`config.mk`:
```
export PLATFORM = sky130hd
export DESIGN_NAME = density_dac
export DESIGN_NICKNAME = d
export VERILOG_FILES = /design/src/rtl/dsdac_pkg.sv /design/src/rtl/dsdac_accum.sv /design/src/rtl/dsdac_pwm.sv /design/src/rtl/density_dac.sv
export SDC_FILE = /design/constraint.sdc
export NUM_CORES = 1
export LEC_CHECK = 0
export BUFFER_PORTS_ARGS = -buffer_cell sky130_fd_sc_hd__buf_2
export CORE_MARGIN = 4
export CORE_UTILIZATION = 30
export DETAILED_ROUTE_END_ITERATION = 6
export GPL_TIMING_DRIVEN = 0
export PLACE_DENSITY_LB_ADDON = 0.2
export SLEW_MARGIN = 20
export SYNTH_ARGS = -nofsm -noshare
export SYNTH_HDL_FRONTEND = slang
export SYNTH_SLANG_ARGS = --single-unit
```
`constraint.sdc`:
```
create_clock -name clk -period 6.9 [get_ports clk]
set_input_delay 1.38 -clock clk [delete_from_list [all_inputs] [get_ports clk]]
set_output_delay 1.38 -clock clk [all_outputs]
set_load 0.03 [all_outputs]
```
`src/rtl/dsdac_pkg.sv`:
```
package dsdac_pkg;
  typedef enum logic {
    SEL_SIGMA = 1'b0,
    SEL_PULSE = 1'b1
  } dac_sel_e;
endpackage

```
`src/rtl/dsdac_accum.sv`:
```
module dsdac_accum #(
  parameter int WIDTH = 8
) (
  input  logic             clk,
  input  logic             rst,
  input  logic [WIDTH-1:0] level,
  output logic             carry_o
);
  localparam logic [WIDTH-1:0] HALF = WIDTH'(1) << (WIDTH - 1);

  function automatic logic [WIDTH:0] add_ext(input logic [WIDTH-1:0] a,
                                             input logic [WIDTH-1:0] b);
    return {1'b0, a} + {1'b0, b};
  endfunction

  logic [WIDTH-1:0] acc_q;
  logic [WIDTH:0]   sum_w;

  assign sum_w   = add_ext(acc_q, level);
  assign carry_o = sum_w[WIDTH];

  always_ff @(posedge clk) begin
    if (rst) acc_q <= '0;
    else     acc_q <= sum_w[WIDTH-1:0];
  end


  zero_level_no_carry_chk: assert property (@(posedge clk) disable iff (rst)
    (level == '0) |-> !carry_o);


  carry_wraps_sum_chk: assert property (@(posedge clk) disable iff (rst)
    carry_o |=> (acc_q < $past(level)));


  half_level_toggles_chk: assert property (@(posedge clk) disable iff (rst)
    (level == HALF && $past(level) == HALF && !$past(rst)) |-> (carry_o != $past(carry_o)));
endmodule

```
`src/rtl/dsdac_pwm.sv`:
```
module dsdac_pwm #(
  parameter int WIDTH = 8
) (
  input  logic             clk,
  input  logic             rst,
  input  logic [WIDTH-1:0] level,
  output logic             high_o
);
  localparam logic [WIDTH-1:0] CNT_LAST = '1;

  function automatic logic below(input logic [WIDTH-1:0] cnt,
                                 input logic [WIDTH-1:0] thr);
    return cnt < thr;
  endfunction

  logic [WIDTH-1:0] cnt_q;
  logic [WIDTH-1:0] shadow_q;
  logic             wrap_evt;

  assign wrap_evt = (cnt_q == CNT_LAST);
  assign high_o   = below(cnt_q, shadow_q);

  always_ff @(posedge clk) begin
    if (rst) begin
      cnt_q    <= '0;
      shadow_q <= level;
    end else begin
      cnt_q <= cnt_q + 1'b1;
      if (wrap_evt) shadow_q <= level;
    end
  end


  shadow_held_chk: assert property (@(posedge clk) disable iff (rst)
    (cnt_q != '0) |-> $stable(shadow_q));


  single_pulse_chk: assert property (@(posedge clk) disable iff (rst)
    (cnt_q != '0) |-> !$rose(high_o));
endmodule

```
`src/rtl/density_dac.sv`:
```
module density_dac #(
  parameter int WIDTH = 8
) (
  input  logic             clk,
  input  logic             rst,
  input  logic             pwm_mode,
  input  logic [WIDTH-1:0] level,
  output logic             dout
);
  import dsdac_pkg::*;

  dac_sel_e sel;
  logic     sigma_bit;
  logic     pulse_bit;

  assign sel = dac_sel_e'(pwm_mode);

  dsdac_accum #(.WIDTH(WIDTH)) u_accum (
    .clk     (clk),
    .rst     (rst),
    .level   (level),
    .carry_o (sigma_bit)
  );

  dsdac_pwm #(.WIDTH(WIDTH)) u_pwm (
    .clk    (clk),
    .rst    (rst),
    .level  (level),
    .high_o (pulse_bit)
  );

  always_comb begin
    case (sel)
      SEL_PULSE: dout = pulse_bit;
      default:   dout = sigma_bit;
    endcase
  end


  zero_level_quiet_chk: assert property (@(posedge clk) disable iff (rst)
    (level == '0 && $past(level) == '0 && !$past(rst) && !pwm_mode) |-> !dout);
endmodule

```
==> metrics.txt <==
vias in the first global route between 900 and 1000; max_cap viols 0; number of flops mapped to enable cells by yosys 8; WHS Path Cells 1; post-synthesis cell type count 34; Avg WL per Cell about 12 µm; htree depth 1; fin. max-slew vios 0; slowest CP cell fa_1; worst setup path class primary input to output pin; nets@finish 177; multi-input logic area 692 µm²; leading area contributor after synthesis dfxtp_1; outcome finished clean; max incr delay on CP 400 ps; Area Growth Syn to Fin 13.2%; fin crit share approximately two thirds; share of layout cells above drive strength 1 around 14%; GPL Wtd Cong 0.784; Worst path most repeated cell buf_2; final setup fails 0; vias per cell approximately 5.0; P_sw ~120 µW; Clk Latency, worst-skew pair about 260 ps; Setup Skew about 2.2 ps; reg2reg path depth 7; CTS tree done; Critical Path End Type output pin; clock slew at reported path FFs ~80 ps; Post-Layout Cell Count 198; first-pass GRT wire length between 4000 and 5000 µm; largest net degree at the start of global routing 14; clock share of power 24.4%; All-Layer GR Usage around a tenth; commonest cells in the netlist nor2_1 (19), dfxtp_1 (16), ha_1 (16), inv_1 (12), edfxtp_1 (8); relative slew slack between 60% and 70%; CTS Buffer Depth 2; DR iter-0 viols 73; Antenna diodes 0; PortBufs 11; post-CTS setup repair buffer count 0; initial antenna violation count 0; FF+latch count, synth 24; # IOs 12; final WL around 2400 µm; TritonCTS Buffers 3; overall power roughly 390 µW; Mapped Nets between 150 and 200; switching part of the total 30.2%; DRC 0; FILL cells roughly 430; CP Launch Type primary input; CTS Hold Bufs 0; gr ovfl total 0; synth top area cells dfxtp_1 (24%), edfxtp_1 (18%), ha_1 (15%), nor2_1 (5.4%), inv_1 (3.4%); count leader, synth nor2_1; sequential share of power about 45%; crit path from level[0]; RSZ-0062 raised after global routing false; post-CTS sizing 0; standard-cell row count 23; Yosys Warn Count 0; sequential cell area between 500 and 600 µm²; Cells after Synth between 100 and 150; Synth Area per Inst ~9.9 µm²; pwr/cell area ~260 nW/µm²; Core Area about 4000 µm²; post-synth top area share between 20% and 30%; Placed Area 1430 µm²; fin area 1490 µm²; Hold Crit Class register to register; Cells after DPL about 190; CP max FO 3; maximum vdd drop 101 µV; Hold Violations, Final 0; post-route ant nets 0; Final HPWL DP 1920 µm; chip height between 70 and 80 µm; async set-reset flop share out of synthesis 0%; hold_sp u_pwm.cnt_q[0]; Cell Int Power about 270 µW; die width 74.1 µm; combinational fraction of design power between 30 and 40%; fin crit period between 4000 and 5000 ps; post-synthesis cell area ~1300 µm²; post-synthesis sequential area ratio ~43%; setup TNS 0 ps; Leak ~0.00063 µW; crit-path cells buf_2 > ha_1 > inv_1 > fa_1 > nand2b_1 > a211oi_2 > a2111oi_0 > o32ai_1 > buf_2; drt first pass iters 4; Total Die Area 5500 µm²; FF-to-FF Start u_accum.acc_q[0]; Starting Density 31.9%; fmax 214 MHz; top_reg_cell synth dfxtp_1; CP required between 5000 and 6000 ps; via count ~1000; Worst Max-Slew Pin Slew 463 ps; root buf cell clkbuf_8; CP Data Arrival Time between 3000 and 4000 ps; Clock Sinks 24
path summary, 6_finish.rpt:
check	to	slack (ps)
hold reg to reg	u_pwm.cnt_q[0]	470
setup reg to reg	u_accum.acc_q[6]	5110
hold / removal	u_pwm.cnt_q[0]	470
setup / recovery	dout	2220
flip-flops by register name, indices dropped and copies added (netlist names):
register / cells
u_accum.acc_q: 8
u_pwm.cnt_q: 8
u_pwm.shadow_q: 8
cell type report:
class                      count  area share, %
buffer                         2           1.01
clock buffer                   4           3.71
inverter                      12           3.03
multi-input combinational     95           46.6
sequential                    24           37.7
tap                           50           4.21
timing repair buffer          11           3.71
cells by family (layout without fill, tap and decap cells):
| group | count (synthesis) | after routing | share of synthesized area (%) |
|---|---|---|---|
| flops | 24 | 24 | 42.7 |
| simple gates | 47 | 47 | 17.8 |
| buf+inv | 14 | 29 | 4.58 |
| xor+xnor | 7 | 7 | 4.67 |
| compound gates | 24 | 24 | 13.4 |
| fa+ha+maj | 17 | 17 | 16.8 |
layer usage:
metal | global-route usage [%] | share of wire (%) | up-vias
li1 | - | - | 505
met1 | 12.0 | 44 | 454
met3 | 1.62 | 2.8 | 6
met2 | 16.9 | 50 | 17
met5 | 0 | 0 | -
met4 | 5.63 | 2.6 | 0
layout by cell type (no fill, tap or decap), types with 2 or more instances in the layout:
cell type,instances
nor2_1,19
ha_1,16
dfxtp_1,16
inv_1,12
buf_2,11
edfxtp_1,8
nand2_1,6
a21oi_1,6
nor3_1,5
nand3_1,4
o21ai_0,4
xnor2_1,4
clkbuf_8,4
a21o_1,3
xor2_1,3
nand2b_1,2
a211oi_2,2
nor2b_1,2
or3_1,2
nor4b_1,2
a211oi_1,2
through the flow:
step,hold WS (ps),setup slack [ps],utilization (%)
2_1_floorplan,430,2190,-
3_3_place_gp,448,2230,34.8
3_5_place_dp,454,2220,34.8
4_1_cts,476,2210,36.1
5_1_grt,493,2050,36.1
6_report,473,2220,36.1
power by group through the flow:
stage	registers (µW)	clock network (µW)	logic (µW)
2_1_floorplan	174	0	94.8
3_3_place_gp	175	0	116
3_5_place_dp	176	0	119
4_1_cts	173	99.3	120
5_1_grt	175	105	138
6_report	173	94.2	120
critical path, delay by kind of cell:
kind,cells,cell delay (ps)
adder cells (fa/ha/maj),2,600
AO/OA/AOI/OAI,3,740
AND/OR/NAND/NOR,1,190
buffers and inverters,3,400
Power figures use the tool's default switching activity.
